--- config.mk ---
export PLATFORM = sky130hd
export DESIGN_NAME = capbar_driver
export DESIGN_NICKNAME = d
export VERILOG_FILES = /design/src/rtl/capbar_pkg.sv /design/src/rtl/capbar_timebase.sv /design/src/rtl/capbar_level.sv /design/src/rtl/capbar_activity.sv /design/src/rtl/capbar_driver.sv
export SDC_FILE = /design/constraint.sdc
export NUM_CORES = 1
export LEC_CHECK = 0
export BUFFER_PORTS_ARGS = -buffer_cell sky130_fd_sc_hd__buf_2
export CELL_PAD_IN_SITES_DETAIL_PLACEMENT = 0
export CELL_PAD_IN_SITES_GLOBAL_PLACEMENT = 1
export CORE_MARGIN = 8
export CORE_UTILIZATION = 50
export CTS_CLUSTER_DIAMETER = 80
export DETAILED_ROUTE_END_ITERATION = 10
export HOLD_SLACK_MARGIN = 0.15
export PLACE_DENSITY = 0.9
export SLEW_MARGIN = 30
export SYNTH_ARGS = -nofsm -noshare
export SYNTH_HDL_FRONTEND = slang
export SYNTH_SLANG_ARGS = --single-unit
--- constraint.sdc ---
create_clock -name clk -period 3.22 [get_ports clk]
set_input_delay 0.483 -clock clk [delete_from_list [all_inputs] [get_ports clk]]
set_output_delay 0.483 -clock clk [all_outputs]
set_load 0.05 [all_outputs]
--- src/rtl/capbar_pkg.sv ---
package capbar_pkg;
  typedef enum logic [1:0] {
    REQ_FLOAT = 2'b00,
    REQ_LOW   = 2'b01,
    REQ_HIGH  = 2'b10,
    REQ_HIGH2 = 2'b11
  } req_e;

  localparam int          NSEG        = 5;
  localparam int          FRAME_SLOTS = 10;
  localparam logic [4:0]  BANK_A_MASK = 5'b10101;
  localparam logic [4:0]  BANK_B_MASK = 5'b01010;
endpackage

--- src/rtl/capbar_timebase.sv ---
module capbar_timebase #(
  parameter int SLOT_DIV         = 78125,
  parameter int HALF_BLINK_SLOTS = 400
) (
  input  logic clk,
  input  logic rst_n,
  output logic slot_tick,
  output logic bank_a_win,
  output logic bank_b_win,
  output logic blink_on
);
  import capbar_pkg::*;
  localparam int DIV_W = ($clog2(SLOT_DIV) > 0) ? $clog2(SLOT_DIV) : 1;
  localparam int BL_W  = ($clog2(HALF_BLINK_SLOTS) > 0) ? $clog2(HALF_BLINK_SLOTS) : 1;

  logic [DIV_W-1:0] div_cnt;
  logic [3:0]       slot_idx;
  logic [BL_W-1:0]  blink_cnt;

  assign slot_tick  = (div_cnt == DIV_W'(SLOT_DIV - 1));
  assign bank_a_win = (slot_idx < 4'd3);
  assign bank_b_win = (slot_idx >= 4'd5) && (slot_idx < 4'd8);

  always_ff @(posedge clk or negedge rst_n) begin
    if (!rst_n) begin
      div_cnt   <= '0;
      slot_idx  <= '0;
      blink_cnt <= '0;
      blink_on  <= 1'b1;
    end else begin
      div_cnt <= slot_tick ? '0 : div_cnt + 1'b1;
      if (slot_tick) begin
        slot_idx <= (slot_idx == 4'(FRAME_SLOTS - 1)) ? '0 : slot_idx + 1'b1;
        if (blink_cnt == BL_W'(HALF_BLINK_SLOTS - 1)) begin
          blink_cnt <= '0;
          blink_on  <= ~blink_on;
        end else begin
          blink_cnt <= blink_cnt + 1'b1;
        end
      end
    end
  end

  // the slot index never leaves the frame
  a_r3_slot_in_frame: assert property (@(posedge clk) disable iff (!rst_n)
    slot_idx < 4'(FRAME_SLOTS));
  // the slot index moves only on a slot tick
  a_r3_slot_steps_on_tick: assert property (@(posedge clk) disable iff (!rst_n)
    !slot_tick |=> $stable(slot_idx));
endmodule

--- src/rtl/capbar_level.sv ---
module capbar_level #(
  parameter int W = 16
) (
  input  logic [W-1:0] nac,
  input  logic [W-1:0] lmd,
  input  logic [W-1:0] pfc,
  input  logic         abs_mode,
  output logic [W-1:0] full_ref,
  output logic [4:0]   lit,
  output logic         low,
  output logic [3:0]   gauge
);
  localparam int XW = W + 5;

  function automatic logic [4:0] bar_mask(input logic [W-1:0] n, input logic [W-1:0] r);
    logic [XW-1:0] n5;
    logic [4:0]    m;
    n5 = XW'(n) * XW'(5);
    m  = '0;
    if (r != '0) begin
      m[0] = (n != '0);
      for (int k = 1; k < 5; k++)
        m[k] = (n5 > XW'(r) * XW'(k));
    end
    return m;
  endfunction

  function automatic logic below_tenth(input logic [W-1:0] n, input logic [W-1:0] r);
    return (XW'(n) * XW'(10)) < XW'(r);
  endfunction

  function automatic logic [3:0] sixteenths(input logic [W-1:0] n, input logic [W-1:0] r);
    logic [XW-1:0] n16;
    logic [3:0]    g;
    n16 = XW'(n) << 4;
    g   = '0;
    if (r != '0)
      for (int j = 1; j < 16; j++)
        if (n16 >= XW'(r) * XW'(j)) g = 4'(j);
    return g;
  endfunction

  assign full_ref = abs_mode ? pfc : lmd;
  assign lit      = bar_mask(nac, full_ref);
  assign low      = below_tenth(nac, full_ref);
  assign gauge    = sixteenths(nac, full_ref);
endmodule

--- src/rtl/capbar_activity.sv ---
module capbar_activity #(
  parameter int PUSH_SLOTS = 12800,
  parameter int DSG_SLOTS  = 32000
) (
  input  logic       clk,
  input  logic       rst_n,
  input  logic       slot_tick,
  input  logic [1:0] req_mode,
  input  logic       chg_act,
  input  logic       dsg_fast,
  output logic       active,
  output logic       push_hold_live,
  output logic       dsg_hold_live
);
  import capbar_pkg::*;
  localparam int PW = $clog2(PUSH_SLOTS + 1);
  localparam int DW = $clog2(DSG_SLOTS + 1);

  req_e        req;
  logic        blocked;
  logic [PW-1:0] push_cnt;
  logic [DW-1:0] dsg_cnt;

  assign req            = req_e'(req_mode);
  assign blocked        = req_mode[1];
  assign push_hold_live = (push_cnt != '0);
  assign dsg_hold_live  = (dsg_cnt != '0);

  always_ff @(posedge clk or negedge rst_n) begin
    if (!rst_n) begin
      push_cnt <= '0;
      dsg_cnt  <= '0;
    end else if (blocked) begin
      push_cnt <= '0;
      dsg_cnt  <= '0;
    end else begin
      if (req == REQ_LOW)                push_cnt <= PW'(PUSH_SLOTS);
      else if (slot_tick && push_hold_live) push_cnt <= push_cnt - 1'b1;
      if (dsg_fast)                      dsg_cnt <= DW'(DSG_SLOTS);
      else if (slot_tick && dsg_hold_live) dsg_cnt <= dsg_cnt - 1'b1;
    end
  end

  assign active = !blocked &&
                  ((req == REQ_LOW) || push_hold_live ||
                   ((req == REQ_FLOAT) && (chg_act || dsg_fast || dsg_hold_live)));

  // a pressed request arms the release hold
  a_r7_push_armed: assert property (@(posedge clk) disable iff (!rst_n)
    (req == REQ_LOW) |=> push_hold_live);
  // a high request leaves no hold running
  a_r6_high_clears_holds: assert property (@(posedge clk) disable iff (!rst_n)
    blocked |=> (!push_hold_live && !dsg_hold_live));
  // fast discharge arms its hold
  a_r8_dsg_armed: assert property (@(posedge clk) disable iff (!rst_n)
    (dsg_fast && !blocked) |=> dsg_hold_live);
endmodule

--- src/rtl/capbar_driver.sv ---
module capbar_driver #(
  parameter int W                = 16,
  parameter int SLOT_DIV         = 78125,
  parameter int SLOTS_PER_SEC    = 3200,
  parameter int HALF_BLINK_SLOTS = 400,
  parameter int PUSH_HOLD_S      = 4,
  parameter int DSG_HOLD_S       = 10
) (
  input  logic         clk,
  input  logic         rst_n,
  input  logic [W-1:0] nac,
  input  logic [W-1:0] lmd,
  input  logic [W-1:0] pfc,
  input  logic         abs_mode,
  input  logic [1:0]   req_mode,
  input  logic         chg_act,
  input  logic         dsg_fast,
  input  logic         edv1,
  input  logic         edvf,
  input  logic         ovr_en,
  input  logic [4:0]   ovr_seg,
  output logic [4:0]   seg_n,
  output logic         com_on,
  output logic [3:0]   gauge
);
  import capbar_pkg::*;
  localparam int PUSH_SLOTS = PUSH_HOLD_S * SLOTS_PER_SEC;
  localparam int DSG_SLOTS  = DSG_HOLD_S * SLOTS_PER_SEC;

  logic         slot_tick, bank_a_win, bank_b_win, blink_on;
  logic         active, push_hold_live, dsg_hold_live;
  logic [W-1:0] full_ref;
  logic [4:0]   lit, pattern, window;
  logic         low, show;
  logic [3:0]   gauge_c;

  capbar_timebase #(.SLOT_DIV(SLOT_DIV), .HALF_BLINK_SLOTS(HALF_BLINK_SLOTS)) u_time (
    .clk(clk), .rst_n(rst_n), .slot_tick(slot_tick),
    .bank_a_win(bank_a_win), .bank_b_win(bank_b_win), .blink_on(blink_on));

  capbar_level #(.W(W)) u_level (
    .nac(nac), .lmd(lmd), .pfc(pfc), .abs_mode(abs_mode),
    .full_ref(full_ref), .lit(lit), .low(low), .gauge(gauge_c));

  capbar_activity #(.PUSH_SLOTS(PUSH_SLOTS), .DSG_SLOTS(DSG_SLOTS)) u_act (
    .clk(clk), .rst_n(rst_n), .slot_tick(slot_tick), .req_mode(req_mode),
    .chg_act(chg_act), .dsg_fast(dsg_fast), .active(active),
    .push_hold_live(push_hold_live), .dsg_hold_live(dsg_hold_live));

  always_comb begin
    if (ovr_en) begin
      pattern = ovr_seg;
      show    = 1'b1;
    end else if (edvf) begin
      pattern = '0;
      show    = active;
    end else begin
      pattern = lit;
      if (edv1 || low) pattern[0] = blink_on;
      show = active;
    end
    if (bank_a_win)      window = BANK_A_MASK;
    else if (bank_b_win) window = BANK_B_MASK;
    else                 window = '0;
  end

  always_ff @(posedge clk or negedge rst_n) begin
    if (!rst_n) begin
      seg_n  <= '1;
      com_on <= 1'b0;
      gauge  <= '0;
    end else begin
      seg_n  <= ~(pattern & window & {NSEG{show}});
      com_on <= show && (bank_a_win || bank_b_win);
      gauge  <= gauge_c;
    end
  end

  // a segment never lights without the common
  a_r10_dark_without_common: assert property (@(posedge clk) disable iff (!rst_n)
    !com_on |-> (&seg_n));
  // the two banks never light together
  a_r3_banks_disjoint: assert property (@(posedge clk) disable iff (!rst_n)
    !((|(~seg_n & BANK_A_MASK)) && (|(~seg_n & BANK_B_MASK))));
  // final end-of-discharge blanks every segment
  a_r5_final_blank: assert property (@(posedge clk) disable iff (!rst_n)
    (edvf && !ovr_en) |=> (&seg_n));
  // a high request darkens the common
  a_r6_high_dark: assert property (@(posedge clk) disable iff (!rst_n)
    (req_mode[1] && !ovr_en) |=> !com_on);
  // override drives bank A segments directly
  a_r9_override_bank_a: assert property (@(posedge clk) disable iff (!rst_n)
    (ovr_en && bank_a_win) |=> (seg_n == ~($past(ovr_seg) & BANK_A_MASK)));
  // charge at or above the reference reads as full
  a_r11_gauge_top: assert property (@(posedge clk) disable iff (!rst_n)
    ((full_ref != '0) && (nac >= full_ref)) |=> (gauge == 4'hF));
endmodule

=== Word level (Yosys, flattened, before mapping) ===
Index checks and enable logic that the tools add are counted.

* RAM bits: 0
* Bits in latches: 0
* Logic and storage cells: 112
* Output and inout bits: 10
* Input port bits: 63
* Bits in read-only memories: 0
* Memories kept: 0
* Bits in registers: 70

* Bitwise logic cells: 4
* Shift operators: 0
* Div/mod/pow operators: 0
* Reduce and logical (&&, ||, !) cells: 21
* $add $sub $neg: 5
* Order comparisons: 23
* Equal/unequal tests: 4
* Mux-type cells: 33
* Multiply operators: 13

{| class="wikitable"
|+ Operators with widths
! cell !! count
|-
| $ge A20 B20 Y1 || 7
|-
| $mul A16 B3 Y19 const B || 6
|-
| $ge A20 B19 Y1 || 4
|-
| $mul A16 B4 Y20 const B || 4
|-
| $mul A16 B2 Y18 const B || 3
|-
| $mux W15 || 3
|-
| $mux W4 || 11
|-
| $mux W14 || 3
|-
| $ge A20 B18 Y1 || 2
|-
| $gt A19 B18 Y1 || 2
|-
| $reduce_bool A16 Y1 || 2
|-
| $ge A20 B16 Y1 || 1
|-
| $ge A20 B17 Y1 || 1
|-
| $lt A20 B16 Y1 || 1
|-
| $mux W5 || 4
|-
| $gt A19 B16 Y1 || 1
|-
| $gt A19 B17 Y1 || 1
|-
| $add A17 B1 Y17 const B || 1
|-
| $eq A17 B17 Y1 const B || 1
|-
| $mux W17 || 1
|-
| $mux W16 || 1
|-
| $reduce_bool A15 Y1 || 1
|-
| $sub A15 B1 Y15 const B || 1
|-
| $reduce_bool A14 Y1 || 1
|-
| other kinds (22) || 40
|}

=== Longest topological paths before layout ===
* Word-level depth: 18
* Mapped depth: 28
* Gate-level depth less buffers: 27

=== Cells and area by module ===
Synthesis repeated with hierarchy kept, for this count alone.

* Cells, all modules: 2074
* Area, all modules: 17993.5 sq um

{| class="wikitable"
|+ Modules (own cells, without submodules)
! module !! seq. area each (sq um) !! instances !! area each (sq um) !! cells each
|-
| capbar_level || 0.0 || 1 || 14336.2 || 1705
|-
| capbar_activity || 725.7 || 1 || 1692.9 || 189
|-
| capbar_timebase || 777.0 || 1 || 1567.8 || 148
|-
| capbar_driver || 256.5 || 1 || 396.6 || 32
|}

=== Least setup slack after synthesis ===
OpenSTA, ideal clock, no wires.

* Kind: in2reg
* Start point: in abs_mode
* End point: reg gauge[0]
* Setup slack: -3.799 ns
* Required time: 3.098 ns
* Arrival: 6.897 ns
* Setup time: 0.122 ns
* Path buffers: 2
* Cell stages on the path: 24
* Cells stage by stage: buf_4 -> buf_1 -> mux2i_1 -> inv_1 -> fa_1 -> fa_1 -> ha_1 -> nor2b_1 -> o21a_1 -> o41a_1 -> a41oi_1 -> nand2b_1 -> a21oi_1 -> xor2_1 -> ha_1 -> a21o_1 -> a21oi_1 -> o2111ai_1 -> o211ai_1 -> a21oi_1 -> o41a_1 -> o21ai_0 -> o31a_1 -> o31ai_2

* Word-level cells in the longest chain between the ends: 18
* Elaborated cells on any way between the ends: 44
* Those cells by class: 11 x mul; 15 x order compare; 17 x mux; 1 x reduce/logical

{| class="wikitable"
|+ RTL lines
! what !! line !! RTL
|-
| from (decl) || capbar_driver.sv:14 || <nowiki>input logic abs_mode,</nowiki>
|-
| $mux W16 * || capbar_level.sv:43 || <nowiki>assign full_ref = abs_mode ? pfc : lmd;</nowiki>
|-
| parallel branches: the longest is 16 deep, another holds $ge A20 B18 Y1 || n/a ||
|-
| $mux W4 * || capbar_level.sv:37 || <nowiki>if (r != '0)</nowiki>
|-
| named net gauge_c[0] || capbar_driver.sv:35 || <nowiki>logic [3:0] gauge_c;</nowiki>
|-
| to (signal assigned) || capbar_driver.sv:75 || <nowiki>gauge <= gauge_c;</nowiki>
|-
| to (decl) || capbar_driver.sv:24 || <nowiki>output logic [3:0] gauge</nowiki>
|}

Mark *: on every way through the listed nets, which the timed path passes.
A chain may end at the register's enable or synchronous reset.

=== Worst setup path in the final report ===
* Start point: in abs_mode
* End point: reg gauge[1]

* Word-level cells in the longest chain between the ends: 17
* Elaborated cells on any way between the ends: 42
* Those cells by class: 11 x mul; 14 x order compare; 16 x mux; 1 x reduce/logical

{| class="wikitable"
|+ RTL lines
! what !! line !! RTL
|-
| $mux W16 * || capbar_level.sv:43 ||
|-
| $mul A16 B2 Y18 / $ge A20 B17 Y1 (equally long branches) || capbar_level.sv:39 || <nowiki>if (n16 >= XW'(r) * XW'(j)) g = 4'(j);</nowiki>
|-
| $ge A20 B18 Y1 / $mux W2 (equally long branches) || capbar_level.sv:39 ||
|-
| $mux W2 || capbar_level.sv:39 ||
|-
| $mux W3 (4 in a row) || capbar_level.sv:39 ||
|-
| $mux W4 (8 in a row) || capbar_level.sv:39 ||
|-
| $mux W4 * || capbar_level.sv:37 ||
|-
| named net gauge_c[1] || capbar_driver.sv:35 ||
|}

The timed path passes the listed nets; every way through them passes the cells marked *.

==> impl_metrics.json <==
{
  "n_antenna_cell": 0,
  "synth_area_leaders": "ha_1, dfrtp_1, fa_1, xnor2_1, a21oi_1",
  "synth.top_cell.area_share": 0.340,
  "hold_viol_final": 0,
  "die-area_mm2": 0.0412,
  "timing.fmax_ghz": 0.186,
  "avgViaCountPerCell": 5.95,
  "port_buffers": 72,
  "dpl.hpwl_mm": 47.5,
  "start_util": 0.507,
  "critPathKind": "input port to flip-flop",
  "cell_internal_pwr_w": 0.00674,
  "core_mm2": 0.0345,
  "leakage_nw": 11.9,
  "drtPass1Iterations": 6,
  "io_pins": 73,
  "required_ns": 3.45,
  "drive_above_1_share": 0.295,
  "grt_pass1_vias": 19200,
  "critPathMaxFanout": 6,
  "hp-class": "input port to flip-flop",
  "async_flop_share": 1.00,
  "clk_pin_slew_ns": 0.06,
  "syn2layout_area_growth_pct": 35.3,
  "fin_util": 0.686,
  "fillers": 2642,
  "syn_nets": 2625,
  "track_usage": 0.280,
  "mostFrequentLayoutCells": "buf_4, ha_1, inv_1",
  "ant_nets": 0,
  "layout_commonest_cell": "buf_4",
  "switching_share": 0.460,
  "syn-cell-area_mm2": 0.0175,
  "fin_worst_skew_ns": 0.00476,
  "hold-worst-slack_ns": 0.401,
  "synthFlopType": "dfrtp_1",
  "pwr-share-clk": 0.071,
  "antenna_found_initial": 0,
  "ir_worst_vdd_mv": 0.314,
  "cts_tree": "yes",
  "clock_latency_ns": 0.33,
  "drc": 0,
  "powerDensity_mw_per_mm2": 529,
  "crit_slowest_cell": "fa_1",
  "wl_per_cell_um": 19.1,
  "worstSetupEndpointType": "flip-flop",
  "period_needed_ns": 5.38,
  "seq_area_frac_synth": 0.101,
  "setup_ws_ns": -2.16,
  "synth_top_cell_by_area": "ha_1",
  "die_h_um": 203,
  "combPwrFrac": 0.854,
  "critPathMaxStageDelay_ns": 0.51,
  "drv_slew": 0,
  "numPlacedInstances": 3022,
  "syn_inst": 2012,
  "path_common_cell": "buf_4",
  "drt-initial-drc-count": 1080,
  "rsz0062_at_grt": "yes",
  "period_share": 1.67,
  "ys_types": 80,
  "tightest_slew_ns": 0.661,
  "seq_power_share": 0.075,
  "synth_area_per_cell_um2": 8.68,
  "cp.arrival_ns": 5.61,
  "relSlewSlack": 0.556,
  "h-tree-depth": 3,
  "violations": "setup timing",
  "status": "complete, but fails checks",
  "grt_overflow": 0,
  "clockBufferDepth": 2,
  "ys_ff_latch": 70,
  "cts_made_buffers": 9,
  "switchingPower_w": 0.00575,
  "vias": 18300,
  "wirelength_mm": 58.8,
  "crit_path_start_kind": "input port",
  "root_buffer": "clkbuf_16",
  "stdcell_count": 3072,
  "setup_viol": 9,
  "drv_cap": 0,
  "fin_nets": 3225,
  "synth_edf_count": 0,
  "cts.sinks": 70,
  "row_count": 68,
  "yosysWarnings": 0,
  "grt_max_degree": 49,
  "place.gp.congestion": 0.964,
  "pre_cts_ws_ns": -3.03,
  "grt_pass1_wl_mm": 94.2,
  "die_x_um": 203
}
[final cells by class]
cell class,count,area [um2],share of cell area
clock buffer,12,246,0.0104
timing repair buffer,600,4440,0.188
sequential,70,1760,0.0745
inverter,188,709,0.0300
multi-input combinational,1743,15900,0.672
clock inverter,4,22.5,0.000953
tap,455,569,0.0241
[power groups by stage]
stage	Clock, W	Combinational, W	Sequential, W
floorplan	0	0.00582	0.00102
global placement	0	0.00941	0.000947
detailed placement	0	0.00987	0.000949
CTS	0.000911	0.0103	0.000934
global route	0.000955	0.0118	0.000937
finish	0.000891	0.0107	0.000934
[logic make-up after synthesis]
kind of cell    synth area share
compound gates             0.203
xor+xnor                  0.0687
fa+ha+maj                  0.428
buf+inv                   0.0430
flops                      0.101
mux                       0.0107
simple gates               0.146
[final timing paths]
kind / start / to / slack, ns / cells past startpoint
setup / recovery: abs_mode / gauge[1]$_DFF_PN0_ / -2.16 / 27
hold / removal: ovr_seg[4] / seg_n[4]$_DFF_PN1_ / 0.40 / 3
setup reg to reg: u_time.div_cnt[0]$_DFF_PN0_ / u_act.push_cnt[13]$_DFFE_PN0P_ / 0.26 / 10
hold reg to reg: u_time.blink_cnt[6]$_DFFE_PN0N_ / u_time.blink_cnt[6]$_DFFE_PN0N_ / 0.51 / 1
max in group asynchronous: rst_n / gauge[1]$_DFF_PN0_ / 1.59 / 3
min in group asynchronous: rst_n / u_time.slot_idx[2]$_DFFE_PN0N_ / 0.65 / 2
[Yosys cell counts, drive strengths merged, types with 6 or more instances]
master	instances
a2111oi	17
a211oi	16
a21boi	8
a21o	66
a21oi	153
a31oi	25
and2	10
and3	22
clkbuf	8
dfrtp	64
dfstp	6
fa	75
ha	475
inv	188
mux2i	15
nand2	90
nand2b	22
nand3	55
nand4	40
nor2	105
nor2b	29
nor3	43
nor4	19
o2111ai	9
o211ai	24
o21a	30
o21ai	108
o21bai	18
o31ai	11
or2	11
or3	12
xnor2	88
xor2	49
[flip-flops by register name, summed over array words and instances, names as in the netlist]
register	flops
u_act.dsg_cnt	15
gauge	4
seg_n	5
u_time.blink_cnt	9
u_act.push_cnt	14
u_time.blink_on	1
com_on	1
u_time.slot_idx	4
u_time.div_cnt	17
[worst max-delay path, delay by kind of cell]
family | cells | cell delay, ns
AOI/OAI and AO/OA | 13 | 2.49
adders and majority gates | 4 | 1.34
buffers and inverters | 7 | 0.78
muxes | 1 | 0.24
xor gates and xnor gates | 1 | 0.20
and+or+nand+nor | 1 | 0.05
[routing by layer]
| metal | part of all wire | GRT usage | vias up |
|---|---|---|---|
| met5 | 0 | 0 | - |
| met4 | 0.046 | 0.125 | 0 |
| met3 | 0.070 | 0.0529 | 169 |
| met2 | 0.48 | 0.490 | 587 |
| met1 | 0.40 | 0.328 | 8858 |
| li1 | - | - | 8661 |
[stage by stage]
stage | setup TNS [ns] | total power [W] | instance area [um2]
6_report | -12.04 | 0.0125 | 23600
4_1_cts | -10.98 | 0.0122 | 23300
5_1_grt | -13.68 | 0.0136 | 23600
3_3_place_gp | -16.99 | 0.0104 | 22400
3_5_place_dp | -18.20 | 0.0108 | 22400
2_1_floorplan | -13.12 | 0.00684 | 17800
[what timing repair did]
| item | 4_1_cts | 5_1_grt |
|---|---|---|
| endpoints found under the hold margin | 16 | 0 |
| buffers inserted | 23 | 11 |
| pin swaps | 77 | 45 |
| hold buffers | 1 | 0 |
| gates resized for setup | 108 | 45 |
| setup endpoints to repair | 9 | 9 |
| gates cloned | 0 | 0 |
Note: power is estimated with default switching activity, not from simulation.
